$ cat config.mk
export PLATFORM = sky130hd
export DESIGN_NAME = fp_round_integral
export DESIGN_NICKNAME = d
export VERILOG_FILES = /design/src/rtl/fpri_pkg.sv /design/src/rtl/fpri_lane.sv /design/src/rtl/fpri_select.sv /design/src/rtl/fp_round_integral.sv
export SDC_FILE = /design/constraint.sdc
export NUM_CORES = 1
export LEC_CHECK = 0
export BUFFER_PORTS_ARGS = -buffer_cell sky130_fd_sc_hd__buf_2
export CAP_MARGIN = 20
export CELL_PAD_IN_SITES_DETAIL_PLACEMENT = 2
export CELL_PAD_IN_SITES_GLOBAL_PLACEMENT = 2
export CORE_UTILIZATION = 32
export CTS_BUF_LIST = sky130_fd_sc_hd__clkbuf_8
export CTS_CLUSTER_DIAMETER = 50
export CTS_CLUSTER_SIZE = 12
export DETAILED_ROUTE_END_ITERATION = 6
export PLACE_DENSITY = 0.85
export SYNTH_ARGS = -nofsm -noshare
export SYNTH_HDL_FRONTEND = slang
export SYNTH_SLANG_ARGS = --single-unit
$ cat constraint.sdc
create_clock -name clk -period 7.9 [get_ports clk]
set_clock_uncertainty 0.15 [all_clocks]
set_input_delay 0.395 -clock clk [delete_from_list [all_inputs] [get_ports clk]]
set_output_delay 0.395 -clock clk [all_outputs]
set_load 0.01 [all_outputs]
$ cat src/rtl/fpri_pkg.sv
package fpri_pkg;

    localparam int OP_W = 64;

    localparam int H_EW = 5;
    localparam int H_FW = 10;
    localparam int S_EW = 8;
    localparam int S_FW = 23;
    localparam int D_EW = 11;
    localparam int D_FW = 52;

    localparam int H_W = H_EW + H_FW + 1;
    localparam int S_W = S_EW + S_FW + 1;
    localparam int D_W = D_EW + D_FW + 1;

    typedef enum logic [1:0] {
        FMT_NONE   = 2'd0,
        FMT_HALF   = 2'd1,
        FMT_SINGLE = 2'd2,
        FMT_DOUBLE = 2'd3
    } fmt_e;

    typedef struct packed {
        logic [OP_W-1:0] result;
        logic            invalid;
        logic            undef;
    } rnd_out_t;

    function automatic logic fmt_defined(input fmt_e f);
        return f != FMT_NONE;
    endfunction

endpackage

$ cat src/rtl/fpri_lane.sv
module fpri_lane #(
    parameter int EW = 11,
    parameter int FW = 52
) (
    input  logic [EW+FW:0] x,
    output logic [EW+FW:0] y,
    output logic           snan
);
    localparam int MW = EW + FW;
    localparam logic [EW-1:0] EXP_ONES = {EW{1'b1}};
    localparam int BIAS = (1 << (EW - 1)) - 1;

    logic          sgn;
    logic [EW-1:0] ex;
    logic [FW-1:0] fr;
    logic [MW-1:0] mag;
    logic [MW-1:0] mask;
    logic [MW-1:0] half;
    logic [MW-1:0] sum;
    int            ex_i;
    int            nfrac;

    assign sgn = x[MW];
    assign ex  = x[MW-1:FW];
    assign fr  = x[FW-1:0];
    assign mag = x[MW-1:0];

    always_comb begin
        ex_i  = int'(ex);
        nfrac = BIAS + FW - ex_i;
        mask  = '0;
        half  = '0;
        sum   = '0;
        snan  = 1'b0;
        y     = x;
        if (ex == EXP_ONES) begin
            if (fr != '0) begin
                snan = ~fr[FW-1];
                y    = x;
                y[FW-1] = 1'b1;
            end
        end else if (ex_i >= BIAS + FW) begin
            y = x;
        end else if (ex_i < BIAS - 1) begin
            y = {sgn, {MW{1'b0}}};
        end else if (ex_i == BIAS - 1) begin
            y = {sgn, EW'(BIAS), {FW{1'b0}}};
        end else begin
            mask = (MW'(1) << nfrac) - MW'(1);
            half = MW'(1) << (nfrac - 1);
            sum  = mag + half;
            y    = {sgn, sum & ~mask};
        end
    end
endmodule

$ cat src/rtl/fpri_select.sv
module fpri_select
    import fpri_pkg::*;
(
    input  fmt_e            fmt,
    input  logic [OP_W-1:0] op,
    output rnd_out_t        res
);
    logic [H_W-1:0] h_y;
    logic [S_W-1:0] s_y;
    logic [D_W-1:0] d_y;
    logic           h_sn;
    logic           s_sn;
    logic           d_sn;

    fpri_lane #(.EW(H_EW), .FW(H_FW)) u_half (
        .x(op[H_W-1:0]), .y(h_y), .snan(h_sn)
    );
    fpri_lane #(.EW(S_EW), .FW(S_FW)) u_single (
        .x(op[S_W-1:0]), .y(s_y), .snan(s_sn)
    );
    fpri_lane #(.EW(D_EW), .FW(D_FW)) u_double (
        .x(op[D_W-1:0]), .y(d_y), .snan(d_sn)
    );

    always_comb begin
        res = '0;
        res.undef = ~fmt_defined(fmt);
        unique case (fmt)
            FMT_HALF: begin
                res.result = {{(OP_W-H_W){1'b0}}, h_y};
                res.invalid = h_sn;
            end
            FMT_SINGLE: begin
                res.result = {{(OP_W-S_W){1'b0}}, s_y};
                res.invalid = s_sn;
            end
            FMT_DOUBLE: begin
                res.result = d_y;
                res.invalid = d_sn;
            end
            default: begin
                res.result = '0;
                res.invalid = 1'b0;
            end
        endcase
    end
endmodule

$ cat src/rtl/fp_round_integral.sv
module fp_round_integral
    import fpri_pkg::*;
(
    input  logic            clk,
    input  logic            rst,
    input  logic            in_valid,
    input  logic [1:0]      in_fmt,
    input  logic [OP_W-1:0] in_op,
    output logic            out_valid,
    output logic [OP_W-1:0] out_result,
    output logic            out_invalid,
    output logic            out_undef
);
    rnd_out_t comb_res;
    rnd_out_t res_q;
    logic     vld_q;

    fpri_select u_sel (
        .fmt(fmt_e'(in_fmt)),
        .op (in_op),
        .res(comb_res)
    );

    always_ff @(posedge clk) begin
        if (rst) begin
            vld_q <= 1'b0;
            res_q <= '0;
        end else begin
            vld_q <= in_valid;
            res_q.invalid <= in_valid & comb_res.invalid;
            res_q.undef   <= in_valid & comb_res.undef;
            if (in_valid) begin
                res_q.result <= comb_res.result;
            end
        end
    end

    assign out_valid   = vld_q;
    assign out_result  = res_q.result;
    assign out_invalid = res_q.invalid;
    assign out_undef   = res_q.undef;
endmodule


**After elaboration in Yosys (flattened, before gate mapping)**

Index checks and enable logic that the tools add are counted.
W data, S select, Z words.

- Input bits: 69
- Bits in registers: 67
- Output and inout bits: 67

- Add/sub/neg operators: 12
- Reductions and logical operators: 4
- Equality and inequality tests: 9
- Bitwise gates (word level): 12
- $lt $le $gt $ge: 6
- Muxes and demuxes: 22
- Shift operators: 6

Operators with widths:

| operator | count |
|---|---|
| $mux W63 | 4 |
| $pmux W65 S3 | 1 |
| $shl A1 B32 Y63 const A | 2 |
| $mux W31 | 4 |
| $sub A32 B2 Y32 const B | 3 |
| $shl A1 B32 Y15 const A | 2 |
| $shl A1 B32 Y31 const A | 2 |
| $add A63 B63 Y63 | 1 |
| $and A63 B63 Y63 | 1 |
| $not A63 Y63 | 1 |
| $sub A63 B2 Y63 const B | 1 |
| $mux W15 | 4 |
| $mux W52 | 1 |
| $reduce_bool A52 Y1 | 1 |
| $add A31 B31 Y31 | 1 |
| $and A31 B31 Y31 | 1 |
| $not A31 Y31 | 1 |
| $sub A31 B2 Y31 const B | 1 |
| $mux W23 | 1 |
| $reduce_bool A23 Y1 | 1 |
| $eq A11 B11 Y1 const B | 2 |
| $eq A8 B8 Y1 const B | 2 |
| $add A15 B15 Y15 | 1 |
| $and A15 B15 Y15 | 1 |
| other kinds (20) | 31 |

**Logic depth before layout (Yosys ltp)**

Gate-level depths: netlist of the first run.

- Depth after elaboration: 11
- Depth in mapped cells: 31
- Gate-level depth less buffers: 28

**Modules after synthesis**

A second synthesis of the first run with hierarchy kept.

- Cell total of the unflattened synthesis: 2261
- Area, all modules: 15559.9 sq um

By module, submodules not included:

| module | cells each | area each (sq um) | times used |
|---|---|---|---|
| fpri_lane at u_sel.u_double | 1134 | 7134.3 | 1 |
| fpri_lane at u_sel.u_single | 523 | 3358.2 | 1 |
| fp_round_integral | 212 | 2389.8 | 1 |
| fpri_lane at u_sel.u_half | 276 | 1764.2 | 1 |
| fpri_select | 116 | 913.4 | 1 |

**Worst setup path before layout of the first run**

Ideal clock, no wire load.

- Kind: input port to flip-flop
- Start point: input port in_op[54]
- End point: register res_q (netlist bit out_result[60])
- Stages on the path: 29
- Setup time: 126 ps
- Path buffers: 3
- Path slack: 264 ps
- Data arrival time: 7360 ps
- Required time: 7624 ps
- Cell sequence: clkbuf_1 -> clkbuf_1 -> inv_2 -> ha_1 -> or4bb_1 -> nor4_1 -> nor3b_1 -> nor3_2 -> clkbuf_1 -> nand3_1 -> ha_1 -> nor4b_1 -> nand3_1 -> a311oi_1 -> nand2_1 -> nor3_1 -> nand2_1 -> nor2_1 -> ha_1 -> and2_1 -> or4_1 -> o221ai_1 -> a211oi_1 -> or4_1 -> a21oi_1 -> nor3_1 -> o2111ai_1 -> nor4bb_1 -> o31ai_1

- Longest elaborated chain between the ends: 10

Ends and longest elaborated chain:

| element | RTL line | RTL |
|---|---|---|
| from (decl) | fp_round_integral.sv:8 | `input logic [OP_W-1:0] in_op,` |
| $sub A11 B11 Y12 | fpri_lane.sv:30 | `nfrac = BIAS + FW - ex_i;` |
| $sub A32 B2 Y32 or $shl A1 B32 Y63 (tied branches) | fpri_lane.sv:50, fpri_lane.sv:49 |  |
| $shl A1 B32 Y63 or $sub A63 B2 Y63 (tied branches) | fpri_lane.sv:50, fpri_lane.sv:49 |  |
| $add A63 B63 Y63 or $not A63 Y63 (tied branches) | fpri_lane.sv:51, fpri_lane.sv:52 |  |
| $and A63 B63 Y63 | fpri_lane.sv:52 | `y = {sgn, sum & ~mask};` |
| $mux W63 | fpri_lane.sv:46 | `end else if (ex_i == BIAS - 1) begin` |
| $mux W63 | fpri_lane.sv:44 | `end else if (ex_i < BIAS - 1) begin` |
| $mux W63 | fpri_lane.sv:42 | `end else if (ex_i >= BIAS + FW) begin` |
| $mux W63 * | fpri_lane.sv:36 | `if (ex == EXP_ONES) begin` |
| $pmux W65 S3 * | fpri_select.sv:28 | `unique case (fmt)` |
| to (decl) | fp_round_integral.sv:15 | `rnd_out_t res_q;` |

Every way passes the cells marked *; elsewhere a longest branch is shown, timed or not.
A chain may end at the register's enable or synchronous reset.

**Worst setup path after layout of the first run**

Same ends and word-level chain as after synthesis.

==> flow_summary.yaml, run 1 <==
route:
  drt-initial-drc-count: 1794
  firstDrtPassIters: 7
  drc: 0
  via_count: 19460
  detail-route-antenna-nets: 0
  routed_wl_mm: 87.16
  drt-vias-per-instance: 6.647
  wl_per_cell_um: 29.78
clock_tree:
  clock_path_buffers: 2
  insertion_delay_ps: 410
  hold_buffers: 0
  root_buffer: "clkbuf_8"
  post_cts_resized: 0
  cts_setup_buffers: 0
  htree_num_levels: 3
  cts_tree: "done"
  cts_sinks: 67
  cts-buffers-inserted: 9
  clk_pin_slew_ps: 100
worst_setup_path:
  slowest_delay_ps: 710
  worst_ep_required_time_ps: 8050
  crit_type: "input pin to flip-flop"
  path_max_fanout: 12
  cp_slowest_cell: "or4_1"
  cp-end-kind: "flip-flop"
  crit_top_cell: "ha_1"
  critical_path_arrival_ps: 7680
  cp-start-kind: "input pin"
power:
  finalPower_mw: 1.384
  power_density_nw_per_um2: 84.19
  peakVddDrop_mv: 0.07916
  leakagePower_nw: 6.643
grt:
  grt_max_degree: 48
  antenna_found_initial: 2
  grt_first_pass_wirelength_mm: 129.6
  grtUsageTotal_pct: 36.21
  grt_pass1_vias: 20500
  grt-ovfl-total: 0
layout:
  syn2layout_area_growth_pct: 11.59
  fin_util_pct: 36.23
  diodes: 0
  nets: 2540
  instances_no_fill: 2927
  drive_above_1_share_pct: 11.09
  fill_cells: 5623
synth:
  yosysWarnings: 0
  synth_edf_count: 0
  post-synth-top-count-cell: "nor2_1"
  ys_seq_area_share_pct: 9.104
  synth_cell_type_count: 88
  syn-num-nets: 2460
  postSynthAreaPerCell_um2: 6.571
  synth_area_um2: 14730
  ys_seq_elements: 67
  yosys.area.top_type: "ha_1"
  synth_top_area_share_pct: 12.40
  synth_ff_type: "dfxtp_1"
  yosys-top-cells-area: "ha_1 12%, dfxtp_1 9.1%, nor2_1 7.2%"
  postSynthCellCount: 2242
  yosys-top-cells-count: "282 x nor2_1, 247 x nand2_1, 200 x a21oi_1, 146 x ha_1, 141 x o21ai_0"
  async_flop_share_pct: 0
sta:
  grt_setup_unrepaired: "no"
  max_freq_mhz: 132.8
  setup_viol: 0
  maxSlewViolCount: 0
  hold_ws_ps: 81.87
  max_slew_margin_pct: 25.69
  hold_viol_final: 0
  finalCritPeriodShare_pct: 95.32
  fin_crit_ps: 7530
  tightest_slew_ps: 1104
job:
  cap_violations: 0
floorplanning:
  num_rows: 78
  initial_core_util_pct: 32.46
  ioPinCount: 136
  core_area_um2: 45380
  dieArea_um2: 46900
  die_y_um: 216.6
  die_w_um: 216.6
min_path:
  hold_class: "input pin to flip-flop"
placement:
  port-buffer-count: 135
  gp_congestion: 1.070
  placedCellCount: 2910
  dp_hpwl_mm: 69.72
status:
  status: "complete, no violations"
==> logic make-up (layout without fill, tap and decap cells) <==
logic type               count (synthesis)  in the layout  share of synthesized area, %
AO/OA/AOI/OAI                          770            770                         34.84
XOR/XNOR                               122            122                         7.253
adder cells (fa/ha/maj)                149            149                         12.81
buffers and inverters                  183            268                         4.730
flip-flops                              67             67                         9.104
multiplexers                            16             16                         1.147
AND/OR/NAND/NOR                        935            935                         30.12
==> metal layers <==
metal | part of all wire [%] | wire length (um) | up-vias | track usage [%]
met5 | 0.0092 | 8 | - | 0
met4 | 6.9 | 5999 | 2 | 21.95
met3 | 7.3 | 6348 | 303 | 5.137
met2 | 46 | 39700 | 988 | 60.10
met1 | 40 | 35110 | 9596 | 44.16
li1 | - | - | 8566 | -
==> metrics by stage <==
| stage | setup WS [ps] | instance area, um2 | TNS [ps] |
|---|---|---|---|
| 6_report | 369.8 | 16440 | 0 |
| 5_1_grt | 6.850 | 16440 | 0 |
| 4_1_cts | 105.6 | 16380 | 0 |
| 3_5_place_dp | -278.0 | 16140 | -641.8 |
| 3_3_place_gp | 156.8 | 16140 | 0 |
| 2_1_floorplan | 263.7 | 14730 | 0 |
==> placed cells by master, fill, tap and decap left out, types with 13 or more instances in the layout <==
| cell | Yosys | layout |
|---|---|---|
| and3_1 | 21 | 21 |
| o21ai_0 | 141 | 141 |
| a22oi_1 | 24 | 24 |
| ha_1 | 146 | 146 |
| o22ai_1 | 18 | 18 |
| nor2_1 | 282 | 279 |
| buf_4 | 2 | 61 |
| a31oi_1 | 34 | 34 |
| inv_1 | 53 | 54 |
| nor4_1 | 30 | 30 |
| a2111oi_0 | 14 | 13 |
| buf_2 | 2 | 135 |
| dfxtp_1 | 67 | 67 |
| nand2b_1 | 31 | 31 |
| o211ai_1 | 31 | 31 |
| a21o_1 | 59 | 59 |
| o21a_1 | 25 | 25 |
| nor2b_1 | 18 | 18 |
| a221o_1 | 13 | 13 |
| nand3_1 | 76 | 76 |
| xnor2_1 | 72 | 72 |
| and2_1 | 21 | 21 |
| nor3_1 | 86 | 85 |
| o31ai_1 | 20 | 19 |
| nand2_1 | 247 | 247 |
| xor2_1 | 50 | 50 |
| a211oi_1 | 35 | 33 |
| o21bai_1 | 19 | 19 |
| a32oi_1 | 13 | 13 |
| nand4_1 | 48 | 48 |
| or3_1 | 15 | 15 |
| a21oi_1 | 200 | 200 |
==> registers in the layout, summed over array words and instances, names as in the netlist <==
name,flops
out_undef,1
out_result,64
out_valid,1
out_invalid,1
==> cell type report <==
type	instances	area, um2	share of cell area [%]
clock buffers	9	123.9	0.7534
flip-flops and latches	67	1341	8.158
well taps	600	750.7	4.566
clock inverters	7	117.6	0.7154
repair buffers	197	1161	7.062
multi-input cells	1992	12740	77.49
inverters	55	206.4	1.256
==> report_power, final <==
group	leakage (nW)	switching (mW)	internal (mW)
combinational	5.98	0.452	0.183
clock	0.117	0.185	0.209
sequential	0.544	0.00894	0.347
==> critical path: cells and delay by family <==
kind	cells	cell delay, ps
AND/OR/NAND/NOR	16	4270
AO/OA/AOI/OAI	6	1610
adder cells (fa/ha/maj)	3	890
buffers and inverters	3	520
==> worst paths after layout <==
kind	start	end	slack [ps]	cells after the start
worst max register to register	out_result[54]$_SDFFE_PP0P_	out_result[54]$_SDFFE_PP0P_	6440	5
worst min register to register	out_result[39]$_SDFFE_PP0P_	out_result[39]$_SDFFE_PP0P_	320	2
worst max-delay path	in_op[54]	out_result[60]$_SDFFE_PP0P_	370	28
worst min-delay path	in_op[32]	out_result[32]$_SDFFE_PP0P_	80	2
(Power assumes the default switching activity.)
==> run 2, diff against run 1 <==
--- a/config.mk
+++ b/config.mk
@@ -10,11 +10,13 @@
 export CELL_PAD_IN_SITES_DETAIL_PLACEMENT = 2
 export CELL_PAD_IN_SITES_GLOBAL_PLACEMENT = 2
 export CORE_UTILIZATION = 32
-export CTS_BUF_LIST = sky130_fd_sc_hd__clkbuf_8
+export CTS_BUF_LIST = sky130_fd_sc_hd__clkbuf_16
 export CTS_CLUSTER_DIAMETER = 50
 export CTS_CLUSTER_SIZE = 12
 export DETAILED_ROUTE_END_ITERATION = 6
-export PLACE_DENSITY = 0.85
+export HOLD_SLACK_MARGIN = 0.05
+export PLACE_DENSITY = 0.83
 export SYNTH_ARGS = -nofsm -noshare
 export SYNTH_HDL_FRONTEND = slang
+export SYNTH_HIERARCHICAL = 1
 export SYNTH_SLANG_ARGS = --single-unit
==> run 2 against run 1 <==
  * Sequential power down 1%
  * Count of clock-buffer cells in the layout unchanged
  * Total power up 2.8%
  * Critical path depth down 4
  * Clock power about the same
  * Via count down 2.1%
  * Synthesized cell count up 0.85%
  * Wire length down 7.4%
  * Critical endpoint is now out_result[43]$_SDFFE_PP0P_
  * Largest cell class unchanged
  * Largest power group unchanged
==> flow_summary.yaml, run 2 <==
layout:
  diodes: 0
  largest_reg_flops: 64
  layout_common_cells: "312 x nor2_1, 223 x nand2_1, 189 x a21oi_1"
  syn2layout_area_growth_pct: 7.679
  drive_above_1_share_pct: 10.99
  layout_commonest_cell: "nor2_1"
  nets: 2494
synth:
  synth_edf_count: 0
  synth_ff_type: "dfxtp_1"
  syn-num-nets: 2457
  yosys.area.top_type: "ha_1"
  synth_top_area_share_pct: 9.971
  ys_seq_elements: 67
  postSynthAreaPerCell_um2: 6.882
  yosys-top-cells-area: "ha_1 10%, dfxtp_1 8.6%, nor2_1 7.6%"
  synth_cell_type_count: 113
  synth_area_um2: 15560
  async_flop_share_pct: 0
  yosysWarnings: 6
  ys_seq_area_share_pct: 8.620
  postSynthCellCount: 2261
  yosys-top-cells-count: "313 x nor2_1, 223 x nand2_1, 189 x a21oi_1, 124 x ha_1, 122 x o21ai_0"
  post-synth-top-count-cell: "nor2_1"
route:
  drt-initial-drc-count: 1532
  wl_per_cell_um: 27.65
  detail-route-antenna-nets: 0
  via_count: 19050
  routed_wl_mm: 80.68
  drt-vias-per-instance: 6.527
  firstDrtPassIters: 5
  drc: 0
worst_setup_path:
  slowest_delay_ps: 730
  path_delay_family: "compound AO/OA/AOI/OAI gates"
  worst_ep_required_time_ps: 7990
  cp_slowest_cell: "a2111oi_2"
  r2r-end: "out_result[63]$_SDFFE_PP0P_"
  r2r_cells: 2
  r2r_slack_ps: 7030
  cp-end-kind: "flip-flop"
  crit_buf_inv: 2
  cp.depth: 24
  critical_path_arrival_ps: 7460
  crit_type: "input pin to flip-flop"
  path_max_fanout: 17
  crit_top_cell: "a21oi_1"
  cp-start-kind: "input pin"
  timing.rr.start: "out_result[63]$_SDFFE_PP0P_"
  path_cells: "buf_2, inv_1, ha_1, and3b_1, nor4b_1, a21oi_1, o221ai_1, nor3b_1, nand4_1, or3_1, nor2_1, ha_1, a21oi_1, nand4b_1, a21oi_1, o211ai_1, a2111oi_2, o2111ai_1, a21oi_1, o21ai_0, a32o_1, and3_1, mux2i_1, nor2_1"
power:
  leakagePower_nw: 7.256
  power_density_nw_per_um2: 84.89
  peakVddDrop_mv: 0.1033
clock_tree:
  hold_buffers: 0
  clk_pin_slew_ps: 60
  post_cts_resized: 0
  clock_path_buffers: 2
  cts_sinks: 67
  insertion_delay_ps: 380
  htree_num_levels: 3
  cts_setup_buffers: 0
  cts-buffers-inserted: 9
  cts_tree: "done"
  root_buffer: "clkbuf_16"
min_path:
  hold_class: "flip-flop to flip-flop"
  hold-path-endpoint: "out_result[29]$_SDFFE_PP0P_"
  hold_depth: 2
  hp-start: "out_result[29]$_SDFFE_PP0P_"
floorplanning:
  core_area_um2: 47850
  dieArea_um2: 49510
  die_w_um: 222.5
  die_y_um: 222.5
  initial_core_util_pct: 32.52
  num_rows: 80
  ioPinCount: 136
grt:
  grt_max_degree: 68
  grt-ovfl-total: 0
  grt_pass1_vias: 19840
  antenna_found_initial: 1
  grt_first_pass_wirelength_mm: 122.8
  grtUsageTotal_pct: 31.73
sta:
  finalCritPeriodShare_pct: 93.37
  max_freq_mhz: 135.6
  grt_setup_unrepaired: "no"
  hold_viol_final: 0
  max_slew_margin_pct: 17.88
  final.setup.worst_slack_ps: 523.5
  fin_crit_ps: 7377
  tightest_slew_ps: 1220
  setup_viol: 0
  maxSlewViolCount: 0
  tns_ps: 0
placement:
  place_worst_setup_slack_ps: 603.7
  dp_hpwl_mm: 62.30
  gp_congestion: 0.9804
  port-buffer-count: 135
status:
  status: "complete, no violations"
job:
  cap_violations: 0
==> run 2: cell types whose count changed after synthesis, moves of 24 or more <==
cell,delta
nor2_1,+31
nand2_1,-24
a32o_1,+41
nor2b_1,+25
and3_1,+26
mux2i_1,+81
clkbuf_1,-45
nor3_1,-31
buf_2,+29
==> run 2: metrics by stage <==
step	instance area, um2	utilization (%)	total power, mW	cells	hold WS (ps)
after floorplan	15560	-	0.7858	2261	381.2
after global placement	16470	34.42	0.9910	2900	320.1
after detailed placement	16470	34.42	1.014	2900	330.1
after CTS	16740	34.99	1.415	2916	348.3
after global routing	16750	35.02	1.480	2918	368.1
final	16750	35.02	1.422	2918	342.2
==> run 2: per-layer routing <==
layer,part of all wire [%],GRT usage [%]
met4,4.6,14.19
met3,5.6,3.399
met2,47,52.86
met5,0.016,0
met1,43,41.06
==> run 2: kinds of logic (layout without fill, tap and decap cells) <==
group	Yosys count	count (layout)	synth area share [%]
XOR/XNOR	122	122	6.867
multiplexers	110	110	7.261
adder cells (fa/ha/maj)	128	128	10.42
buffers and inverters	176	218	5.733
flip-flops	67	67	8.620
AO/OA/AOI/OAI	723	723	32.20
AND/OR/NAND/NOR	935	935	28.90
==> run 2: worst max-delay path by stage <==
stage                         start                     endpoint  slack [ps]
after floorplan           in_op[54]  out_result[61]$_SDFFE_PP0P_        1860
after global placement    in_op[24]  out_result[22]$_SDFFE_PP0P_         840
after detailed placement  in_op[54]  out_result[43]$_SDFFE_PP0P_         600
after CTS                 in_op[54]  out_result[43]$_SDFFE_PP0P_         840
after global routing      in_op[54]  out_result[43]$_SDFFE_PP0P_         330
final                     in_op[54]  out_result[43]$_SDFFE_PP0P_         520
==> run 2: final cells by class <==
type                       instances  area (um2)
clock buffer                       9       225.2
clock inverter                     7       43.79
fill                            5822       31090
inverter                          38       142.6
multi-input combinational       2018       13340
sequential                        67        1341
tap                              615       769.5
timing repair buffer             164       895.9
==> run 2: worst reg2reg max path, delay by kind of cell (launching register included) <==
family,cells,cell delay (ps)
flip-flops,1,310
multiplexers,1,180
AND/OR/NAND/NOR,1,80
==> run 2: power breakdown <==
part           total, mW  internal (mW)  switching, mW
combinational      0.679          0.210          0.469
sequential         0.351          0.346        0.00488
clock              0.392          0.210          0.182
